`config.mk`:
```
export PLATFORM = sky130hd
export DESIGN_NAME = pario_bridge
export DESIGN_NICKNAME = d
export VERILOG_FILES = /design/src/rtl/pario_pkg.sv /design/src/rtl/pario_sync.sv /design/src/rtl/pario_regs.sv /design/src/rtl/pario_hshake.sv /design/src/rtl/pario_bridge.sv
export SDC_FILE = /design/constraint.sdc
export NUM_CORES = 1
export LEC_CHECK = 0
export BUFFER_PORTS_ARGS = -buffer_cell sky130_fd_sc_hd__buf_2
export CELL_PAD_IN_SITES_DETAIL_PLACEMENT = 1
export CELL_PAD_IN_SITES_GLOBAL_PLACEMENT = 2
export CORE_MARGIN = 1.5
export CORE_UTILIZATION = 33
export DETAILED_ROUTE_END_ITERATION = 16
export PLACE_DENSITY_LB_ADDON = 0.1
export SYNTH_ARGS = -nofsm -noshare
export SYNTH_HDL_FRONTEND = slang
export SYNTH_SLANG_ARGS = --single-unit
```
`constraint.sdc`:
```
create_clock -name clk -period 3.2 [get_ports clk]
set_input_delay 0.8 -clock clk [delete_from_list [all_inputs] [get_ports clk]]
set_output_delay 0.8 -clock clk [all_outputs]
set_load 0.05 [all_outputs]
```
`src/rtl/pario_pkg.sv`:
```
package pario_pkg;
  localparam int BIT_READY = 0;
  localparam int BIT_IE    = 1;
  localparam int BIT_WIDE  = 2;

  typedef struct packed {
    logic wide;
    logic ie;
    logic ready;
  } ctrl_t;

  localparam ctrl_t CTRL_RESET = '{wide: 1'b0, ie: 1'b0, ready: 1'b1};
endpackage

```
`src/rtl/pario_sync.sv`:
```
module pario_sync #(
  parameter int STAGES  = 2,
  parameter bit RST_VAL = 1'b0
) (
  input  logic clk,
  input  logic rst,
  input  logic async_i,
  output logic fall_o,
  output logic rise_o
);
  logic [STAGES-1:0] chain_q;
  logic              prev_q;

  always_ff @(posedge clk) begin
    if (rst) begin
      chain_q <= {STAGES{RST_VAL}};
      prev_q  <= RST_VAL;
    end else begin
      chain_q <= {chain_q[STAGES-2:0], async_i};
      prev_q  <= chain_q[STAGES-1];
    end
  end

  assign fall_o = prev_q & ~chain_q[STAGES-1];
  assign rise_o = ~prev_q & chain_q[STAGES-1];
endmodule

```
`src/rtl/pario_regs.sv`:
```
module pario_regs
  import pario_pkg::*;
#(
  parameter int DW    = 8,
  parameter int LANES = 2,
  parameter int AW    = 2
) (
  input  logic                clk,
  input  logic                rst,
  input  logic                sel,
  input  logic                wr,
  input  logic                rd,
  input  logic [AW-1:0]       addr,
  input  logic [DW-1:0]       wdata,
  input  logic [DW*LANES-1:0] pin_in,
  input  logic                ar_fall,
  output logic [DW-1:0]       rdata,
  output logic [DW*LANES-1:0] pin_out,
  output logic [DW*LANES-1:0] pin_oe,
  output logic [LANES-1:0]    lane_wr,
  output logic                ready_clr,
  output logic                mode_chg,
  output logic                ie,
  output logic                wide
);
  localparam logic [AW-1:0] CTRL_ADDR = AW'(LANES);

  ctrl_t               ctrl_q;
  logic [DW*LANES-1:0] inlat_q;
  logic [DW*LANES-1:0] out_q;
  logic [DW*LANES-1:0] oe_q;
  logic [DW-1:0]       rd_mux;
  logic [DW-1:0]       rdata_q;
  logic                ctrl_wr;

  assign ctrl_wr   = sel & wr & (addr == CTRL_ADDR);
  assign ready_clr = ctrl_wr & ~wdata[BIT_READY];
  assign mode_chg  = ctrl_wr & (wdata[BIT_WIDE] != ctrl_q.wide);

  always_ff @(posedge clk) begin
    if (rst) begin
      ctrl_q <= CTRL_RESET;
    end else if (ctrl_wr) begin
      ctrl_q.wide  <= wdata[BIT_WIDE];
      ctrl_q.ie    <= wdata[BIT_IE];
      ctrl_q.ready <= wdata[BIT_READY];
    end else if (ar_fall) begin
      ctrl_q.ready <= 1'b1;
    end
  end

  for (genvar g = 0; g < LANES; g++) begin : g_lane
    assign lane_wr[g] = sel & wr & (addr == AW'(g));

    always_ff @(posedge clk) begin
      if (rst) begin
        out_q[g*DW +: DW] <= '1;
        oe_q[g*DW +: DW]  <= '0;
      end else if (lane_wr[g]) begin
        out_q[g*DW +: DW] <= wdata;
        oe_q[g*DW +: DW]  <= ~wdata;
      end
    end

    always_ff @(posedge clk) begin
      if (rst) begin
        inlat_q[g*DW +: DW] <= '1;
      end else if (ar_fall) begin
        inlat_q[g*DW +: DW] <= pin_in[g*DW +: DW];
      end
    end
  end

  always_comb begin
    rd_mux = '0;
    for (int i = 0; i < LANES; i++) begin
      if (addr == AW'(i)) rd_mux = inlat_q[i*DW +: DW];
    end
    if (addr == CTRL_ADDR) begin
      rd_mux[BIT_READY] = ctrl_q.ready;
      rd_mux[BIT_IE]    = ctrl_q.ie;
      rd_mux[BIT_WIDE]  = ctrl_q.wide;
    end
  end

  always_ff @(posedge clk) begin
    if (rst) rdata_q <= '0;
    else if (sel & rd) rdata_q <= rd_mux;
  end

  assign rdata   = rdata_q;
  assign pin_out = out_q;
  assign pin_oe  = oe_q;
  assign ie      = ctrl_q.ie;
  assign wide    = ctrl_q.wide;
endmodule

```
`src/rtl/pario_hshake.sv`:
```
module pario_hshake #(
  parameter int LANES = 2
) (
  input  logic             clk,
  input  logic             rst,
  input  logic             ar_fall,
  input  logic             ack_rise,
  input  logic             ready_clr,
  input  logic [LANES-1:0] lane_wr,
  input  logic             wide,
  input  logic             mode_chg,
  input  logic             ie,
  output logic             pe,
  output logic             irq_n
);
  logic [LANES-1:0] seen_q;
  logic [LANES-1:0] seen_any;
  logic             pair_done;
  logic             pe_set;
  logic             pe_q;
  logic             irq_n_q;

  assign seen_any  = seen_q | lane_wr;
  assign pair_done = wide & (|lane_wr) & (&seen_any);
  assign pe_set    = ready_clr | (~wide & (|lane_wr)) | pair_done;

  always_ff @(posedge clk) begin
    if (rst) seen_q <= '0;
    else if (ar_fall | mode_chg | pair_done) seen_q <= '0;
    else seen_q <= seen_any;
  end

  always_ff @(posedge clk) begin
    if (rst) pe_q <= 1'b0;
    else if (pe_set) pe_q <= 1'b1;
    else if (ar_fall) pe_q <= 1'b0;
  end

  always_ff @(posedge clk) begin
    if (rst) irq_n_q <= 1'b1;
    else if (ar_fall & ie) irq_n_q <= 1'b0;
    else if (ack_rise) irq_n_q <= 1'b1;
  end

  assign pe    = pe_q;
  assign irq_n = irq_n_q;
endmodule

```
`src/rtl/pario_bridge.sv`:
```
module pario_bridge #(
  parameter int DW          = 8,
  parameter int LANES       = 2,
  parameter int SYNC_STAGES = 2,
  localparam int AW         = $clog2(LANES + 1),
  localparam int PW         = DW * LANES
) (
  input  logic          clk,
  input  logic          rst,
  input  logic          bus_sel,
  input  logic          bus_wr,
  input  logic          bus_rd,
  input  logic [AW-1:0] bus_addr,
  input  logic [DW-1:0] bus_wdata,
  output logic [DW-1:0] bus_rdata,
  input  logic          ar_n,
  input  logic          iack,
  output logic          pe,
  output logic          irq_n,
  input  logic [PW-1:0] pin_in,
  output logic [PW-1:0] pin_out,
  output logic [PW-1:0] pin_oe
);
  logic             ar_fall;
  logic             ar_rise_unused;
  logic             ack_rise;
  logic             ack_fall_unused;
  logic [LANES-1:0] lane_wr;
  logic             ready_clr;
  logic             mode_chg;
  logic             ctrl_ie;
  logic             ctrl_wide;

  pario_sync #(.STAGES(SYNC_STAGES), .RST_VAL(1'b1)) u_ar_sync (
    .clk(clk), .rst(rst), .async_i(ar_n),
    .fall_o(ar_fall), .rise_o(ar_rise_unused)
  );

  pario_sync #(.STAGES(SYNC_STAGES), .RST_VAL(1'b0)) u_ack_sync (
    .clk(clk), .rst(rst), .async_i(iack),
    .fall_o(ack_fall_unused), .rise_o(ack_rise)
  );

  pario_regs #(.DW(DW), .LANES(LANES), .AW(AW)) u_regs (
    .clk(clk), .rst(rst), .sel(bus_sel), .wr(bus_wr), .rd(bus_rd),
    .addr(bus_addr), .wdata(bus_wdata), .pin_in(pin_in), .ar_fall(ar_fall),
    .rdata(bus_rdata), .pin_out(pin_out), .pin_oe(pin_oe),
    .lane_wr(lane_wr), .ready_clr(ready_clr), .mode_chg(mode_chg),
    .ie(ctrl_ie), .wide(ctrl_wide)
  );

  pario_hshake #(.LANES(LANES)) u_hshake (
    .clk(clk), .rst(rst), .ar_fall(ar_fall), .ack_rise(ack_rise),
    .ready_clr(ready_clr), .lane_wr(lane_wr), .wide(ctrl_wide),
    .mode_chg(mode_chg), .ie(ctrl_ie), .pe(pe), .irq_n(irq_n)
  );
endmodule

```
==> out/qor.json, run 1 <==
{
  "critical-path-max-stage-delay_ns": 0.62,
  "dp_hpwl_mm": 4.47,
  "synth_nets": 308,
  "initial_cell_density_of_the_core_pct": 34.5,
  "min_path_type": "reg -> reg",
  "synthDistinctLibCells": 31,
  "power.share.clock_pct": 39.4,
  "comb_power_share_pct": 10.8,
  "core_region_area_um2": 7850,
  "route.final.wire_length_mm": 6.41,
  "p_per_area_nw_per_um2": 548,
  "die_w_um": 93.5,
  "highest_count_cells_in_the_layout_ignoring_fill_and_taps": "sky130_fd_sc_hd__buf_2, sky130_fd_sc_hd__dfxtp_1, sky130_fd_sc_hd__nand2b_1",
  "worst_setup_path_end_kind": "flip-flop",
  "setup_viol": 0,
  "number_of_hold_violations_in_the_final_report": 0,
  "area_growth_synth_to_finish_pct": 22.1,
  "path_cells": "buf_2, nand4b_1, nand2_1, a21oi_1",
  "pre_cts_ws_ns": 0.904,
  "critical-path-slowest-cell": "sky130_fd_sc_hd__nand4b_1",
  "vias_per_cell": 4.69,
  "postSynthAreaPerCell_um2": 9.84,
  "tritoncts_num_sinks": 69,
  "port_buffers": 74,
  "arrival_ns": 2.07,
  "setup-tns-final_ns": 0,
  "post-route-drc-count": 0,
  "synth_enable_flop_cells": 0,
  "post_cts_hold_buffer_count": 0,
  "grt_antenna_before_repair": 0,
  "timing.hold.worst.start": "u_ar_sync.chain_q[0]",
  "clk-insertion-delay-late_ns": 0.34,
  "pin_count": 75,
  "worstSetupPathType": "in -> reg",
  "grt_pass1_vias": 2089,
  "synth_cells": 275,
  "detailedRoute.firstPassIterationCount": 4,
  "crit_fanout": 19,
  "worst_slew_margin_rel_pct": 45.0,
  "async_flop_share_pct": 0,
  "grt_start_max_net_pins": 47,
  "synth_ff_type": "sky130_fd_sc_hd__dfxtp_1",
  "r2r_start": "u_ar_sync.chain_q[1]",
  "switchingPower_mw": 0.456,
  "gr-usage-all-layers_pct": 15.5,
  "synth.yosys.seq_area_share_pct": 51.1,
  "synth.top_cell.area_share_pct": 51.1,
  "status": "complete, no violations",
  "clock_transition_at_the_register_clock_pins_on_the_worst_setup_and_hold_paths_after_cts_ns": 0.07,
  "power.leakage_nw": 1.31,
  "f_max_mhz": 528,
  "clock-root-buffer": "sky130_fd_sc_hd__clkbuf_8",
  "critPathBufInv": 1,
  "grt_pass1_wl_mm": 10.4,
  "number_of_nets_in_the_layout": 375,
  "rsz0062_at_grt": "no",
  "critical_path.top_delay_family": "simple AND/OR/NAND/NOR gates",
  "worst_ir_drop_vdd_mv": 0.172,
  "timing.final.crit_period_ns": 1.89,
  "n_antenna_cell": 0,
  "post-route-period-util_pct": 59.2,
  "synthesis.yosys.warnings": 0,
  "cts-root-to-sink-buffers": 2,
  "post_cts.repair.setup_buffers": 0,
  "drv.max_cap_violation_count": 0,
  "clock_skew_ns": 0.00373,
  "post-route-worst-setup-slack_ns": 1.31,
  "floorplan.die_area_um2": 8750,
  "worst_pin_slew_ns": 0.825,
  "place_congestion": 0.723,
  "die_h_um": 93.5,
  "worstSetupStartpoint": "bus_addr[0]",
  "syn_area_um2": 2710,
  "mostFrequentLayoutCell": "sky130_fd_sc_hd__buf_2",
  "tritoncts_clock_tree": "built",
  "placement_rows": 32,
  "p_sw_share_pct": 25.2,
  "critical_path.startpoint_type": "primary input",
  "synth_register_bits": 69,
  "routedWlPerCell_um": 14.3,
  "cts_repair_resize_count": 0,
  "sequentialPowerShare_pct": 49.8,
  "grt_overflow_total": 0,
  "cts-htree-levels": 3,
  "postPlaceCellArea_um2": 3100,
  "finish.cell_count_without_fillers": 448,
  "postLayoutCellArea_um2": 3300,
  "internal_power_mw": 1.35,
  "post-synth-top-area-cell": "sky130_fd_sc_hd__dfxtp_1",
  "biggest_area_contributors_in_the_synthesized_netlist": "sky130_fd_sc_hd__dfxtp_1, sky130_fd_sc_hd__nand2b_1, sky130_fd_sc_hd__a211o_1, sky130_fd_sc_hd__a21o_1, sky130_fd_sc_hd__nor2b_1",
  "final_layout_size_suffix_gt1_share_pct": 30.1,
  "cp.required_ns": 3.38,
  "placed_cells_incl_taps": 433,
  "antenna_left": 0,
  "numCtsBuffers": 9,
  "final_util_pct": 42.1,
  "routed-via-count": 2101,
  "drt-initial-drc-count": 17,
  "final_max_slew_viol_count": 0
}
[cell families after synthesis]
| group | synth area share [%] |
|---|---|
| AND/OR/NAND/NOR | 22.2 |
| AO/OA/AOI/OAI | 18.0 |
| XOR/XNOR | 0.324 |
| buffers and inverters | 4.76 |
| multiplexers | 3.65 |
| flip-flops | 51.1 |
[stage by stage]
| step | power [mW] | hold WS [ns] |
|---|---|---|
| global route | 1.90 | 0.442 |
| finish | 1.81 | 0.424 |
| CTS | 1.84 | 0.433 |
| floorplan | 1.07 | 0.389 |
| detailed placement | 1.12 | 0.415 |
| global placement | 1.12 | 0.392 |
[registers in the layout (all words and copies together) (netlist names)]
| name | cells |
|---|---|
| u_regs.pin_out | 16 |
| u_hshake.seen_q | 2 |
| u_regs.ctrl_q | 1 |
| u_regs.inlat_q | 16 |
| u_regs.wide | 1 |
| u_regs.ie | 1 |
| u_ar_sync.prev_q | 1 |
| u_regs.rdata | 8 |
| u_ar_sync.chain_q | 2 |
| u_regs.pin_oe | 16 |
| u_ack_sync.chain_q | 2 |
| u_hshake.irq_n | 1 |
| u_hshake.pe | 1 |
| u_ack_sync.prev_q | 1 |
[final timing paths]
path	endpoint	slack [ns]	cells past startpoint
worst max-delay path	u_regs.pin_oe[11]	1.31	4
worst min-delay path	u_ar_sync.chain_q[1]	0.42	1
worst max register to register	u_regs.inlat_q[6]	1.93	4
worst min register to register	u_ar_sync.chain_q[1]	0.42	1
[cells in the mapped netlist (all sizes together), types with 3 or more instances]
cell type,number
mux2,7
nor2,11
nand4b,3
a22oi,5
inv,3
buf,13
nor2b,21
nand2b,32
a211o,18
dfxtp,69
clkbuf,7
a21oi,19
or2,3
a21o,18
nand2,26
[per-layer routing]
layer	vias to the layer above	global-route usage, %	share of wire (%)
met5	-	0	0
met4	0	6.34	1.4
met3	7	3.90	4.7
met2	48	23.2	43
met1	972	21.2	51
li1	1074	-	-
[final cells by class]
| class | instances | area (µm²) |
|---|---|---|
| Inverter | 3 | 11.3 |
| Multi-Input combinational cell | 183 | 1200 |
| Clock inverter | 4 | 47.5 |
| Clock buffer | 11 | 151 |
| Timing Repair Buffer | 76 | 385 |
| Fill cell | 959 | 4550 |
| Tap cell | 102 | 128 |
| Sequential cell | 69 | 1380 |
[power by group through the flow]
stage / registers (mW) / logic, mW / clock network, mW
final: 0.902 / 0.196 / 0.713
after detailed placement: 0.922 / 0.198 / 0
after global placement: 0.922 / 0.196 / 0
after global routing: 0.906 / 0.214 / 0.779
after floorplan: 0.971 / 0.0945 / 0
after CTS: 0.903 / 0.199 / 0.735
No activity file was read; power rests on OpenSTA's default activity.
==> run 2, diff against run 1 <==
- ABC_AREA: not set -> 1
- CORE_UTILIZATION: 33 -> 26
- clock period: 3.2 -> 1.7 ns (I/O delays scaled with it)
==> run 2 against run 1 <==
  * Clock power grew 130%
  * Synthesized area decreased by 8.4%
  * Sequential share of layout area up 0.58 points
  * Synthesized cell count is 9.5% higher
  * Clock skew up 0.0020 ns
  * Largest power group unchanged
  * Register-to-register slack worse by 1.5 ns
  * Flip-flop and latch count unchanged
==> out/qor.json, run 2 <==
{
  "hold_depth": {"value": 2, "change": "+1"},
  "critical-path-slowest-cell": "sky130_fd_sc_hd__dfxtp_1",
  "tritoncts_clock_tree": "built",
  "most_common_cell_in_the_synthesized_netlist": "sky130_fd_sc_hd__dfxtp_1",
  "worst_setup_path_end_kind": "primary output",
  "grt_pass1_vias": {"value": 2190, "change": "+4.8%"},
  "clock_transition_at_the_register_clock_pins_on_the_worst_setup_and_hold_paths_after_cts": {"value": 0.08, "unit": "ns", "change": "about the same"},
  "status": "complete, no violations",
  "p_total": {"value": 3.81, "unit": "mW", "change": "+110%"},
  "worst_pin_slew": {"value": 0.412, "unit": "ns", "change": "-0.412 ns"},
  "post-route-period-util_pct": 81.4,
  "async_flop_share": {"value": 0, "unit": "%", "change": "unchanged"},
  "path_cells": "buf_2",
  "postSynthAreaPerCell": {"value": 8.23, "unit": "µm²", "change": "-16%"},
  "critical-path-max-stage-delay": {"value": 0.35, "unit": "ns", "change": "-0.27 ns"},
  "gr-usage-all-layers": {"value": 13.9, "unit": "%", "change": "-1.6 points"},
  "drv.max_cap_violation_count": {"value": 0, "change": "unchanged"},
  "number_of_nets_in_the_layout": {"value": 415, "change": "+11%"},
  "crit-reg2reg-capture": "u_regs.inlat_q[4]",
  "number_of_hold_violations_in_the_final_report": {"value": 0, "change": "unchanged"},
  "r2r.worst_path.cells": {"value": 6, "change": "+2"},
  "synth.yosys.seq_area_share": {"value": 55.7, "unit": "%", "change": "+4.7 points"},
  "mostFrequentLayoutCell": "sky130_fd_sc_hd__buf_2",
  "post-route-worst-setup-slack": {"value": 0.316, "unit": "ns", "change": "-0.991 ns"},
  "worst_slew_margin_rel": {"value": 72.5, "unit": "%", "change": "+27 points"},
  "post_cts_hold_buffer_count": {"value": 0, "change": "unchanged"},
  "f_max_mhz": 723,
  "synth_cells": {"value": 301, "change": "+9.5%"},
  "dp_hpwl": {"value": 4.62, "unit": "mm", "change": "+3.4%"},
  "timing.final.crit_period_ns": 1.38,
  "synth_commonest_cells": "sky130_fd_sc_hd__dfxtp_1, sky130_fd_sc_hd__nand2_1, sky130_fd_sc_hd__nor2_1",
  "biggest_area_contributors_in_the_synthesized_netlist": "sky130_fd_sc_hd__dfxtp_1, sky130_fd_sc_hd__nand2_1, sky130_fd_sc_hd__nor2_1, sky130_fd_sc_hd__nand3_1, sky130_fd_sc_hd__a21o_1",
  "detailedRoute.firstPassIterationCount": {"value": 5, "change": "+1"},
  "place_congestion": {"value": 0.714, "change": "-1.2%"},
  "worst_ir_drop_vdd": {"value": 0.374, "unit": "mV", "change": "+120%"},
  "clk-insertion-delay-late": {"value": 0.33, "unit": "ns", "change": "about the same"},
  "critical_path.startpoint_type": "flip-flop",
  "setup-tns-final": {"value": 0, "unit": "ns", "change": "unchanged"},
  "syn_area": {"value": 2480, "unit": "µm²", "change": "-8.4%"},
  "timing.hold.worst.start": "ar_n",
  "worst-r2r-setup-slack": {"value": 0.45, "unit": "ns", "change": "-1.48 ns"},
  "drt-initial-drc-count": {"value": 47, "change": "+30"},
  "routedWlPerCell": {"value": 12.6, "unit": "µm", "change": "-12%"},
  "route.final.wire_length": {"value": 6.51, "unit": "mm", "change": "+1.6%"},
  "initial_cell_density_of_the_core": {"value": 26.8, "unit": "%", "change": "-7.6 points"},
  "final_layout_size_suffix_gt1_share": {"value": 28.2, "unit": "%", "change": "-1.9 points"},
  "post-synth-top-area-cell": "sky130_fd_sc_hd__dfxtp_1",
  "grt_pass1_wl": {"value": 10.7, "unit": "mm", "change": "+2.8%"},
  "synth_register_bits": {"value": 69, "change": "unchanged"},
  "cts-root-to-sink-buffers": {"value": 2, "change": "unchanged"},
  "critPathBufInv": {"value": 1, "change": "unchanged"},
  "critical_path.top_delay_family": "flip-flops",
  "routed-via-count": {"value": 2191, "change": "+4.3%"},
  "arrival": {"value": 0.96, "unit": "ns", "change": "-1.11 ns"},
  "internal_power": {"value": 2.83, "unit": "mW", "change": "+110%"},
  "p_sw_share": {"value": 25.7, "unit": "%", "change": "+0.49 points"},
  "core_region_area": {"value": 9240, "unit": "µm²", "change": "+18%"},
  "die_h": {"value": 101, "unit": "µm", "change": "+7.6%"},
  "cp.required": {"value": 1.27, "unit": "ns", "change": "-2.11 ns"},
  "rsz0062_at_grt": "no",
  "cts-htree-levels": {"value": 3, "change": "unchanged"},
  "die_w": {"value": 101, "unit": "µm", "change": "+7.6%"},
  "post_cts.repair.setup_buffers": {"value": 0, "change": "unchanged"},
  "post-route-drc-count": {"value": 0, "change": "unchanged"},
  "sequentialPowerShare": {"value": 45.2, "unit": "%", "change": "-4.6 points"},
  "min_path_type": "in -> reg",
  "vias_per_cell": {"value": 4.25, "change": "-9.5%"},
  "crit_fanout": {"value": 2, "change": "-17"},
  "switchingPower": {"value": 0.977, "unit": "mW", "change": "+110%"},
  "port_buffers": {"value": 74, "change": "unchanged"},
  "fin_hold_ws": {"value": 0.271, "unit": "ns", "change": "-0.153 ns"},
  "clock-root-buffer": "sky130_fd_sc_hd__clkbuf_8",
  "highest_count_cells_in_the_layout_ignoring_fill_and_taps": "sky130_fd_sc_hd__buf_2, sky130_fd_sc_hd__dfxtp_1, sky130_fd_sc_hd__nand2_1",
  "clock_skew": {"value": 0.00568, "unit": "ns", "change": "+0.00195 ns"},
  "area_growth_synth_to_finish_pct": 31.4,
  "worstSetupPathType": "reg -> out",
  "tritoncts_num_sinks": {"value": 69, "change": "unchanged"},
  "r2r_start": "u_ar_sync.chain_q[1]",
  "grt_antenna_before_repair": {"value": 0, "change": "unchanged"},
  "synthesis.yosys.warnings": {"value": 0, "change": "unchanged"},
  "power.share.clock": {"value": 43.4, "unit": "%", "change": "+4.0 points"},
  "comb_power_share": {"value": 11.4, "unit": "%", "change": "+0.6 points"},
  "synth_enable_flop_cells": {"value": 0, "change": "unchanged"},
  "cts_repair_resize_count": {"value": 0, "change": "unchanged"},
  "synth.top_cell.area_share": {"value": 55.7, "unit": "%", "change": "+4.7 points"},
  "grt_start_max_net_pins": {"value": 46, "change": "-2.1%"},
  "p_per_area": {"value": 1170, "unit": "nW/µm²", "change": "+110%"},
  "power.leakage": {"value": 1.57, "unit": "nW", "change": "+20%"},
  "synthDistinctLibCells": {"value": 25, "change": "-19%"},
  "placement_rows": {"value": 35, "change": "+9.4%"},
  "synth_ff_type": "sky130_fd_sc_hd__dfxtp_1",
  "n_antenna_cell": {"value": 0, "change": "unchanged"},
  "whs_endpoint": "u_ar_sync.chain_q[0]",
  "floorplan.die_area": {"value": 10100, "unit": "µm²", "change": "+16%"},
  "setup_viol": {"value": 0, "change": "unchanged"},
  "pin_count": {"value": 75, "change": "unchanged"},
  "final_max_slew_viol_count": {"value": 0, "change": "unchanged"},
  "antenna_left": {"value": 0, "change": "unchanged"},
  "pre_cts_ws": {"value": 0.0954, "unit": "ns", "change": "-0.809 ns"},
  "synth_nets": {"value": 334, "change": "+8.4%"},
  "numCtsBuffers": {"value": 9, "change": "unchanged"},
  "grt_overflow_total": {"value": 0, "change": "unchanged"}
}
run 2: area by class of cell:
cell class                      count  area, µm²
Clock buffer                       10        138
Clock inverter                      6        109
Fill cell                        1148       5980
Inverter                           30        118
Multi-Input combinational cell    192        922
Sequential cell                    69       1380
Tap cell                          129        161
Timing Repair Buffer               80        428
run 2: stage by stage:
| stage | cell area [µm²] | cells | utilization, % |
|---|---|---|---|
| floorplan | 2480 | 301 | - |
| global placement | 3010 | 500 | 32.6 |
| detailed placement | 3010 | 500 | 32.6 |
| CTS | 3260 | 516 | 35.2 |
| global route | 3260 | 516 | 35.2 |
| finish | 3260 | 516 | 35.2 |
run 2: worst max path at each step:
stage / startpoint / endpoint / slack (ns) / cells past startpoint
after CTS: u_regs.rdata[5] / bus_rdata[5] / 0.27 / 1
after detailed placement: bus_sel / u_regs.pin_oe[3] / 0.1 / 6
final: u_regs.rdata[5] / bus_rdata[5] / 0.32 / 1
after floorplan: rst / u_regs.pin_out[5] / 0.48 / 5
after global placement: bus_sel / u_regs.pin_out[3] / 0.11 / 6
after global routing: u_regs.rdata[5] / bus_rdata[5] / 0.26 / 1
run 2: worst reg2reg max path: stages, from the launching register on:
cell and delay, ns:
sky130_fd_sc_hd__dfxtp_1 0.31, sky130_fd_sc_hd__inv_1 0.05, sky130_fd_sc_hd__nand2_2 0.06, sky130_fd_sc_hd__clkinv_1 0.30
sky130_fd_sc_hd__buf_4 0.30, sky130_fd_sc_hd__nand2_1 0.07, sky130_fd_sc_hd__nand3_1 0.06
run 2: logic make-up after synthesis:
logic type      share of synthesized area (%)
simple gates                             24.2
flops                                    55.7
compound gates                           13.0
buf+inv                                  7.07
run 2: power by group through the flow:
stage	clock [mW]	sequential [mW]	combinational [mW]
global route	1.79	1.73	0.482
CTS	1.70	1.72	0.444
global placement	0	1.76	0.440
finish	1.65	1.72	0.435
detailed placement	0	1.76	0.443
floorplan	0	1.89	0.163
run 2: routing by layer:
metal	vias to the layer above	routed length [µm]	part of all wire, %	GRT usage [%]
li1	1121	-	-	-
met3	5	304	4.7	3.26
met2	58	3030	47	23.2
met1	1007	3100	48	17.3
met4	0	68	1.0	5.53
met5	-	0	0	0
